### config.mk
export PLATFORM = sky130hd
export DESIGN_NAME = coef_loader
export DESIGN_NICKNAME = d
export VERILOG_FILES = /design/src/rtl/coef_loader_pkg.sv /design/src/rtl/ld_arm.sv /design/src/rtl/ld_seq.sv /design/src/rtl/ld_regs.sv /design/src/rtl/coef_loader.sv
export SDC_FILE = /design/constraint.sdc
export NUM_CORES = 2
export LEC_CHECK = 0
export ABC_AREA = 1
export ABC_CLOCK_PERIOD_IN_PS = 2200
export CORE_AREA = 2 2 426 428
export CTS_BUF_LIST = sky130_fd_sc_hd__clkbuf_16
export DETAILED_ROUTE_END_ITERATION = 10
export DIE_AREA = 0 0 428 430
export DONT_BUFFER_PORTS = 1
export PLACE_DENSITY = 0.55
export REMOVE_ABC_BUFFERS = 1
export SLEW_MARGIN = 20
export SYNTH_ARGS = -nofsm -noshare
export SYNTH_HDL_FRONTEND = slang
export SYNTH_SLANG_ARGS = --single-unit
### constraint.sdc
create_clock -name ld_clk -period 2.2 [get_ports ld_clk]
set_input_delay 0.11 -clock ld_clk [delete_from_list [all_inputs] [get_ports ld_clk]]
set_output_delay 0.11 -clock ld_clk [all_outputs]
set_load 0.1 [all_outputs]
### src/rtl/coef_loader_pkg.sv
package coef_loader_pkg;
  localparam int ADDR_W = 12;

  typedef enum logic [1:0] {
    TGT_NONE,
    TGT_COEF,
    TGT_RND,
    TGT_LMT
  } tgt_e;

  // Map an address word onto one of the three register spaces.
  function automatic tgt_e decode_tgt(input logic [ADDR_W-1:0] a);
    if (a[11:8] == 4'h0)       return TGT_COEF;
    else if (a[11:4] == 8'h80) return TGT_RND;
    else if (a[11:4] == 8'hC0) return TGT_LMT;
    else                       return TGT_NONE;
  endfunction
endpackage

### src/rtl/ld_arm.sv
module ld_arm (
  input  logic clk,
  input  logic rst_n,
  input  logic en_n,
  output logic accept
);
  // Enable level seen at the previous edge; starts low so a held-low enable cannot arm.
  logic prev_hi_q;
  logic armed_q;
  logic fall;

  assign fall   = prev_hi_q & ~en_n;
  assign accept = ~en_n & (armed_q | fall);

  always_ff @(posedge clk) begin
    if (!rst_n) begin
      prev_hi_q <= 1'b0;
      armed_q   <= 1'b0;
    end else begin
      prev_hi_q <= en_n;
      armed_q   <= ~en_n & (armed_q | fall);
    end
  end


  arm_needs_fall_chk: assert property (@(posedge clk) disable iff (!rst_n)
    $rose(armed_q) |-> $past(prev_hi_q));


  release_disarms_chk: assert property (@(posedge clk) disable iff (!rst_n)
    en_n |=> !armed_q);
endmodule

### src/rtl/ld_seq.sv
module ld_seq #(
  parameter int DW = 12,
  parameter int NW = 4
) (
  input  logic             clk,
  input  logic             rst_n,
  input  logic             en_n,
  input  logic             accept,
  input  logic [DW-1:0]    din,
  output logic             done,
  output logic [DW-1:0]    grp_addr,
  output logic [NW*DW-1:0] grp_words
);
  localparam int CW = $clog2(NW + 1);

  logic [CW-1:0] cnt_q;
  logic [DW-1:0] addr_q;
  logic [DW-1:0] word_q [NW-1];

  // The last data word is taken straight from the bus so the commit lands on its edge.
  assign done     = accept && (cnt_q == CW'(NW));
  assign grp_addr = addr_q;

  generate
    for (genvar k = 0; k < NW - 1; k++) begin : g_words
      assign grp_words[k*DW +: DW] = word_q[k];
    end
  endgenerate
  assign grp_words[(NW-1)*DW +: DW] = din;

  always_ff @(posedge clk) begin
    if (!rst_n) begin
      cnt_q  <= '0;
      addr_q <= '0;
      for (int k = 0; k < NW - 1; k++) word_q[k] <= '0;
    end else if (en_n) begin
      cnt_q <= '0;
    end else if (accept) begin
      cnt_q <= (cnt_q == CW'(NW)) ? '0 : cnt_q + 1'b1;
      if (cnt_q == '0) addr_q <= din;
      for (int k = 0; k < NW - 1; k++)
        if (cnt_q == CW'(k + 1)) word_q[k] <= din;
    end
  end


  addr_then_data_chk: assert property (@(posedge clk) disable iff (!rst_n)
    (accept && cnt_q == '0) |=> (cnt_q == CW'(1)));


  wrap_to_addr_chk: assert property (@(posedge clk) disable iff (!rst_n)
    (accept && cnt_q == CW'(NW)) |=> (cnt_q == '0));


  abort_clears_chk: assert property (@(posedge clk) disable iff (!rst_n)
    en_n |=> (cnt_q == '0));
endmodule

### src/rtl/ld_regs.sv
module ld_regs #(
  parameter int NREG = 16,
  parameter int RW   = 32,
  parameter int DW   = 12,
  parameter int NW   = 4
) (
  input  logic                    clk,
  input  logic                    rst_n,
  input  logic                    we_rnd,
  input  logic                    we_lmt,
  input  logic [$clog2(NREG)-1:0] idx,
  input  logic [NW*DW-1:0]        words,
  output logic [NREG*RW-1:0]      rnd_regs,
  output logic [NREG*RW-1:0]      lmt_regs
);
  localparam int BPW = RW / NW;
  localparam int IW  = $clog2(NREG);

  logic [RW-1:0] val;

  // Low byte of each data word, first word in the least significant position.
  always_comb begin
    for (int k = 0; k < NW; k++) val[k*BPW +: BPW] = words[k*DW +: BPW];
  end

  generate
    for (genvar r = 0; r < NREG; r++) begin : g_reg
      logic [RW-1:0] rnd_q;
      logic [RW-1:0] lmt_q;
      always_ff @(posedge clk) begin
        if (!rst_n) begin
          rnd_q <= '0;
          lmt_q <= '0;
        end else begin
          if (we_rnd && idx == IW'(r)) rnd_q <= val;
          if (we_lmt && idx == IW'(r)) lmt_q <= val;
        end
      end
      assign rnd_regs[r*RW +: RW] = rnd_q;
      assign lmt_regs[r*RW +: RW] = lmt_q;
    end
  endgenerate


  rnd_hold_chk: assert property (@(posedge clk) disable iff (!rst_n)
    !we_rnd |=> $stable(rnd_regs));


  lmt_hold_chk: assert property (@(posedge clk) disable iff (!rst_n)
    !we_lmt |=> $stable(lmt_regs));
endmodule

### src/rtl/coef_loader.sv
module coef_loader
  import coef_loader_pkg::*;
#(
  parameter int NBANK = 4,
  parameter int NSET  = 256,
  parameter int NREG  = 16,
  parameter int RW    = 32
) (
  input  logic                         ld_clk,
  input  logic                         rst_n,
  input  logic                         load_en_n,
  input  logic [ADDR_W-1:0]            load_bus,
  output logic                         bank_we,
  output logic [$clog2(NSET)-1:0]      bank_addr,
  output logic [NBANK*ADDR_W-1:0]      bank_wdata,
  output logic [NREG*RW-1:0]           rnd_regs,
  output logic [NREG*RW-1:0]           lmt_regs
);
  localparam int SAW = $clog2(NSET);
  localparam int IW  = $clog2(NREG);

  logic                    accept;
  logic                    done;
  logic [ADDR_W-1:0]       grp_addr;
  logic [NBANK*ADDR_W-1:0] grp_words;
  tgt_e                    tgt;
  logic                    coef_wr;

  assign tgt     = decode_tgt(grp_addr);
  assign coef_wr = done && (tgt == TGT_COEF);

  ld_arm u_arm (
    .clk    (ld_clk),
    .rst_n  (rst_n),
    .en_n   (load_en_n),
    .accept (accept)
  );

  ld_seq #(.DW(ADDR_W), .NW(NBANK)) u_seq (
    .clk       (ld_clk),
    .rst_n     (rst_n),
    .en_n      (load_en_n),
    .accept    (accept),
    .din       (load_bus),
    .done      (done),
    .grp_addr  (grp_addr),
    .grp_words (grp_words)
  );

  ld_regs #(.NREG(NREG), .RW(RW), .DW(ADDR_W), .NW(NBANK)) u_regs (
    .clk      (ld_clk),
    .rst_n    (rst_n),
    .we_rnd   (done && (tgt == TGT_RND)),
    .we_lmt   (done && (tgt == TGT_LMT)),
    .idx      (grp_addr[IW-1:0]),
    .words    (grp_words),
    .rnd_regs (rnd_regs),
    .lmt_regs (lmt_regs)
  );

  always_ff @(posedge ld_clk) begin
    if (!rst_n) begin
      bank_we    <= 1'b0;
      bank_addr  <= '0;
      bank_wdata <= '0;
    end else begin
      bank_we <= coef_wr;
      if (coef_wr) begin
        bank_addr  <= grp_addr[SAW-1:0];
        bank_wdata <= grp_words;
      end
    end
  end


  strobe_single_chk: assert property (@(posedge ld_clk) disable iff (!rst_n)
    bank_we |=> !bank_we);


  no_write_unmapped_chk: assert property (@(posedge ld_clk) disable iff (!rst_n)
    (done && tgt == TGT_NONE) |=> (!bank_we && $stable(rnd_regs) && $stable(lmt_regs)));
endmodule

# ---- Word level (Yosys, flattened, before mapping)
# Memory sizes are Yosys's and may differ from the RTL's.
# Cells that the tools add are included.
dict set report classes {
  shift 0
  multipliers 0
  mux 23
  bitwise 8
  n_reduce_logical 41
  n_lt_le_gt_ge 0
  n_div 0
  n_addsub 1
  n_eq_ne 24
}
# operator n
set ops {}
lappend ops {{1-bit logical AND} 36}
lappend ops {{12-bit 2-to-1 mux} 3}
lappend ops {{4-bit == test, second input constant} 8}
lappend ops {{4-bit by 3-bit == test with 1-bit output, second input constant} 4}
lappend ops {{8-bit == test, second input constant} 2}
lappend ops {{1-bit 2-to-1 mux} 16}
lappend ops {{4-bit by 2-bit == test with 1-bit output, second input constant} 2}
lappend ops {{4-bit zero test} 2}
lappend ops {{3-bit by 2-bit == test with 1-bit output, second input constant} 2}
lappend ops {{2-bit 2-to-1 mux} 3}
lappend ops {{2-bit == test, second input constant} 2}
lappend ops {{4-bit by 1-bit == test with 1-bit output, second input constant} 1}
lappend ops {{1-bit OR} 4}
lappend ops {{3-bit by 1-bit adder with 3-bit output, second input constant} 1}
lappend ops {{3-bit by 1-bit == test with 1-bit output, second input constant} 1}
lappend ops {{3-bit == test, second input constant} 1}
lappend ops {{3-bit zero test} 1}
lappend ops {{3-bit 2-to-1 mux} 1}
lappend ops {{3-bit AND reduction} 1}
lappend ops {{1-bit AND} 2}
lappend ops {{2-bit by 1-bit == test with 1-bit output, second input constant} 1}
lappend ops {{1-bit NOT} 2}
lappend ops {{2-bit OR reduction} 1}
dict set report word_totals {
  output_inout_bits 1081
  ff_bits 1098
  latchBits 0
  rom_bits 0
  ramBits 36
  memories 1
}
# memory depth width rd rd_clocked_by_memory_dff wr line
set memory_table {}
lappend memory_table {u_seq.word_q 3 12 3 0 3 ld_seq.sv:18} ;# logic [DW-1:0] word_q [NW-1];

# ---- Depth between registers and ports, before layout
dict set report logic_depth {
  depth_word 9
  depth_mapped 11
  ltp_nobuf 8
}

# ---- Modules after synthesis
# From an unflattened synthesis, not the netlist that was laid out.
dict set report unflattened {
  hier_cells 7789
  hier_area_um2 49469.9
}
# mod seq_area_each_um2 n_inst area_per_inst_um2 cells_each
set by_module_without_submodules {}
lappend by_module_without_submodules {ld_regs 20499.7 1 44436.4 7125}
lappend by_module_without_submodules {coef_loader 1141.1 1 2962.8 491}
lappend by_module_without_submodules {ld_seq 1381.3 1 2001.9 165}
lappend by_module_without_submodules {ld_arm 40.0 1 68.8 8}

# ---- Least setup slack after synthesis
# OpenSTA, ideal clock, no wires.
dict set report synth_path {
  path_kind {flip-flop to flip-flop}
  from {register u_seq.cnt_q[0]}
  to {register u_regs.g_reg[2].rnd_q[10]}
  setup_time_ns 0.110
  t_required_ns 2.090
  setup_slack_ns 0.468
  synth_period_minus_slack_ns 1.732
  arrival_ns 1.622
  stages_incl_launch_ff 12
  cell_sequence {dfxtp_1 > inv_1 > ha_1 > nand2_1 > nor2_4 > buf_6 > buf_8 > buf_6 > buf_6 > nand4_1 > nand2_1 > nor2_1}
}
dict set report synth_via {
  elab_chain_cells 4
}
# element line
set synth_rtl {}
lappend synth_rtl {{start, declared} ld_seq.sv:16} ;# logic [CW-1:0] cnt_q;
lappend synth_rtl {{start signal, assigned} ld_seq.sv:39} ;# cnt_q <= (cnt_q == CW'(NW)) ? '0 : cnt_q + 1'b1;
lappend synth_rtl {{3-bit == test} ld_seq.sv:21} ;# assign done = accept && (cnt_q == CW'(NW));
lappend synth_rtl {{1-bit logical AND} ld_seq.sv:21}
lappend synth_rtl {{1-bit logical AND} coef_loader.sv:53} ;# .we_rnd (done && (tgt == TGT_RND)),
lappend synth_rtl {{1-bit logical AND} ld_regs.sv:35} ;# if (we_rnd && idx == IW'(r)) rnd_q <= val;
lappend synth_rtl {{end signal, assigned} ld_regs.sv:35}
lappend synth_rtl {{end, declared} ld_regs.sv:28} ;# logic [RW-1:0] rnd_q;
# No other way between the ends.
# A chain may end at the register's enable or synchronous reset.

# ---- Final worst setup path
dict set report layout_path {
  from {register u_seq.cnt_q[0]}
  to {register u_regs.g_reg[11].lmt_q[28]}
}
dict set report layout_via {
  elab_chain_cells 4
}
# element line
set layout_rtl {}
lappend layout_rtl {{3-bit == test} ld_seq.sv:21}
lappend layout_rtl {{1-bit logical AND} ld_seq.sv:21}
lappend layout_rtl {{1-bit logical AND} coef_loader.sv:54} ;# .we_lmt (done && (tgt == TGT_LMT)),
lappend layout_rtl {{1-bit logical AND} ld_regs.sv:36} ;# if (we_lmt && idx == IW'(r)) lmt_q <= val;
lappend layout_rtl {{end signal, assigned} ld_regs.sv:36}
lappend layout_rtl {{end, declared} ld_regs.sv:29} ;# logic [RW-1:0] lmt_q;
# No other way between the ends.

==> results.rst <==
.. list-table::
   :header-rows: 1

   * - Metric
     - Value
   * - Number of enable flip-flop cells after synthesis
     - 36
   * - Area growth, synth to finish
     - 29.1%
   * - Headroom to the max-slew limit
     - 0.334
   * - Routed wire length
     - 242000 µm
   * - Maximum buffer depth of the clock tree
     - 3
   * - Ratio of cells with drive above 1 in the final layout
     - 0.180
   * - Number of inserted diodes
     - 0
   * - Remaining routing DRC violations
     - 0
   * - Global-route wire length before repair
     - 335000 µm
   * - Placement-stage worst setup slack
     - 45.7 ps
   * - Path type of the worst min-delay path
     - primary input to flip-flop
   * - Starting density of the core
     - 0.304
   * - Pre-Repair DR Iteration Count
     - 6
   * - Die H
     - around 430 µm
   * - Synthesized area divided by synthesized cell count
     - between 6 and 7 µm²
   * - Routed via count divided by cell count
     - 4.70
   * - Antenna violations before repair
     - 9
   * - Maximum ir drop on the vdd rail
     - 0.646 mV
   * - Actual transition at the worst max-transition pin
     - about 1000 ps
   * - Yosys Warn Count
     - 0
   * - Num CTS Buffers
     - 136
   * - Number of inserted filler cells in the final layout
     - 18700
   * - Min setup slack post-route
     - 54.6 ps
   * - Critical path class
     - flip-flop to flip-flop
   * - Total Die Area
     - 184000 µm²
   * - Post-detail-place hpwl
     - around 150000 µm
   * - CTS tree
     - yes
   * - Clock power frac
     - 0.481
   * - Required time at the worst-slack endpoint
     - between 2000 and 3000 ps
   * - Via count of the first global-routing pass
     - about 50000
   * - Internal power contribution
     - 33300 µW
   * - Post-route ant nets
     - 0
   * - Summed instance area of the synthesized netlist
     - 54600 µm²
   * - PortBufs
     - 0
   * - Cell taking the most area after synthesis
     - sky130_fd_sc_hd__dfxtp_1
   * - H-tree lvl count
     - 4
   * - Power density normalized to cell area
     - 641 nW/µm²
   * - Main flop type after synthesis
     - sky130_fd_sc_hd__dfxtp_1
   * - Fraction of met1 tracks used by global routing
     - 0.287
   * - Overall power after layout
     - 45100 µW
   * - Placement Cell Area
     - 64800 µm²
   * - Maximum net fanout on the critical path
     - 16
   * - Maximum clock frequency
     - 0.466 GHz
   * - Maxcap violations
     - 0
   * - Gate power share
     - 0.060
   * - Standard cell core area
     - 180000 µm²
   * - Flip-flop and latch count after synthesis
     - about 1100
   * - Kind of start point of the critical path
     - flip-flop
   * - GR Util All Layers
     - 0.243
   * - Share of power burned in registers
     - 0.459
   * - Most common cell after layout, fill and taps aside
     - sky130_fd_sc_hd__inv_1
   * - Post-layout net count
     - 9241
   * - Reg clk slew, reported paths
     - approximately 60 ps
   * - Max-slew violation total from the final report
     - 0
   * - Final weighted congestion of routability-driven global placement
     - 0.859
   * - Vias
     - 55000
   * - LEAKAGE
     - between 0.03 and 0.04 µW
   * - Post-synthesis cell type count
     - 24
   * - Shortest clock period the worst path allows after layout
     - 2150 ps
   * - Cells after Synth
     - 8317
   * - Largest cells by area after synthesis
     - sky130_fd_sc_hd__dfxtp_1 (40%), sky130_fd_sc_hd__inv_1 (14%), sky130_fd_sc_hd__nand2_1 (14%)
   * - Fin area
     - around 70000 µm²
   * - Switching pwr
     - around 12000 µW
   * - Skew final
     - 44.1 ps
   * - GR Layer Usage met3
     - 0.0582
   * - Async SR Flop Fraction
     - 0
   * - GR Overflow Total
     - 0
   * - Grt peak-use layer
     - met2
   * - CTS sink count
     - approximately 1100
   * - I/O Pins
     - 1096
   * - Commonest cells after routing, fill and taps aside
     - sky130_fd_sc_hd__inv_1 (2115), sky130_fd_sc_hd__nand2_1 (2080), sky130_fd_sc_hd__buf_4 (1282)
   * - Number of DRC violations after detailed-routing iteration 0
     - 5289
   * - Period Utilization, post-route
     - 0.975
   * - Switching power share of the total
     - 0.263
   * - Routed length per instance
     - 20.7 µm
   * - Clk_lat worst skew
     - 830 ps
   * - Share of the core filled with cells
     - 0.392
   * - Number of setup violations in the final report
     - 0
   * - Outcome
     - finished, final reports clean
   * - Data arrival time at the worst-slack endpoint
     - about 2900 ps
   * - Die Wd
     - 428 µm
   * - Portion of the post-synthesis area used by sequential elements
     - 0.422
   * - Crit. End Element
     - flip-flop
   * - Number of standard-cell rows in the floorplan
     - between 150 and 200
   * - Largest net degree at the start of global routing
     - 1098
   * - Share of the synthesized area in the top cell type
     - 0.403
   * - Met2 track demand over resource in global routing
     - 0.395
   * - Final hold vios
     - 0
   * - Buffer cell driving the clock tree root
     - sky130_fd_sc_hd__clkbuf_16
metrics by stage:
step	TNS, ps	hold WS, ps	cells
after global placement	0	205	11400
after CTS	0	-526	11600
final	0	6.56	11700
after detailed placement	0	212	11400
after floorplan	-	203	7644
after global routing	-0.0198	9.75	11700
worst max-delay path, stage by stage (launching register included):
cell and delay, ps:
sky130_fd_sc_hd__dfxtp_1 340, sky130_fd_sc_hd__inv_2 100, sky130_fd_sc_hd__ha_2 210, sky130_fd_sc_hd__nand2_2 90, sky130_fd_sc_hd__nor2_4 120, sky130_fd_sc_hd__buf_4 150
sky130_fd_sc_hd__buf_12 180, sky130_fd_sc_hd__buf_16 170, sky130_fd_sc_hd__nand3_4 160, sky130_fd_sc_hd__clkbuf_16 270, sky130_fd_sc_hd__nand2_1 70, sky130_fd_sc_hd__inv_1 40
sky130_fd_sc_hd__nor2_1 100
timing repair:
action	4_1_cts	5_1_grt
resized for setup	0	48
hold endpoints to repair	1061	319
setup buffers	0	20
endpoints found under the setup margin	0	857
hold buffers	18	9
synth_stat cells, types with 5 or more instances:
| master | n |
|---|---|
| sky130_fd_sc_hd__a21oi_1 | 14 |
| sky130_fd_sc_hd__inv_1 | 2108 |
| sky130_fd_sc_hd__o21ai_1 | 30 |
| sky130_fd_sc_hd__edfxtp_1 | 36 |
| sky130_fd_sc_hd__ha_1 | 5 |
| sky130_fd_sc_hd__buf_2 | 224 |
| sky130_fd_sc_hd__clkbuf_1 | 90 |
| sky130_fd_sc_hd__nand4_1 | 1024 |
| sky130_fd_sc_hd__buf_6 | 114 |
| sky130_fd_sc_hd__buf_1 | 143 |
| sky130_fd_sc_hd__nand3_4 | 16 |
| sky130_fd_sc_hd__nand3_1 | 11 |
| sky130_fd_sc_hd__dfxtp_1 | 1098 |
| sky130_fd_sc_hd__buf_4 | 101 |
| sky130_fd_sc_hd__nor2_1 | 1165 |
| sky130_fd_sc_hd__o21ai_0 | 38 |
| sky130_fd_sc_hd__nand2_1 | 2082 |
| sky130_fd_sc_hd__nand3_2 | 8 |
power by group through the flow:
stage,Sequential (µW),Combinational [µW],Clock [µW]
2_1_floorplan,21200,1000,0
3_3_place_gp,21200,2160,0
3_5_place_dp,21200,2170,0
4_1_cts,20700,2220,22100
5_1_grt,20700,2840,22900
6_report,20700,2720,21700
registers in the layout (all words and copies together), names as in the netlist:
| name | count |
|---|---|
| u_regs.g.rnd_q | 512 |
| bank_addr | 8 |
| u_regs.g.lmt_q | 512 |
| bank_wdata | 48 |
| u_seq.cnt_q | 3 |
| u_seq.grp_addr | 12 |
| bank_we | 1 |
| u_seq.word_q | 36 |
| u_arm.prev_hi_q | 1 |
| u_arm.armed_q | 1 |
layout make-up:
cell class / count / area [µm²] / share of cell area
tap: 2370 / 2970 / 0.0421
multi-input combinational: 4401 / 19700 / 0.280
timing repair buffer: 1439 / 12700 / 0.180
clock buffer: 139 / 3480 / 0.0494
sequential: 1134 / 23100 / 0.327
clock inverter: 104 / 669 / 0.00950
inverter: 2109 / 7920 / 0.112
worst paths after layout:
check                                                                to  slack, ps                           start  cells past startpoint
worst min-delay path             u_regs.g_reg[7].lmt_q[28]$_SDFFE_PN0P_          7                           rst_n                      4
worst max-delay path            u_regs.g_reg[11].lmt_q[28]$_SDFFE_PN0P_         50     u_seq.cnt_q[0]$_SDFFE_PP0N_                     12
worst min register to register           u_seq.grp_addr[8]$_SDFFE_PN0P_        480  u_seq.grp_addr[8]$_SDFFE_PN0P_                      2
worst max register to register  u_regs.g_reg[11].lmt_q[28]$_SDFFE_PN0P_         50     u_seq.cnt_q[0]$_SDFFE_PP0N_                     12
kinds of logic after synthesis:
family | share of synthesized area
AO/OA/AOI/OAI | 0.00823
adder cells (fa/ha/maj) | 0.00115
buffers and inverters | 0.219
flip-flops | 0.422
AND/OR/NAND/NOR | 0.349
routing by layer:
layer | share of wire | wire length, µm | up-vias
met5 | 0.000050 | 12 | -
met4 | 0.069 | 16800 | 2
met3 | 0.091 | 22000 | 666
met2 | 0.46 | 111000 | 2589
met1 | 0.38 | 91600 | 25300
li1 | - | - | 26500
Note: power is estimated with default switching activity, not from simulation.
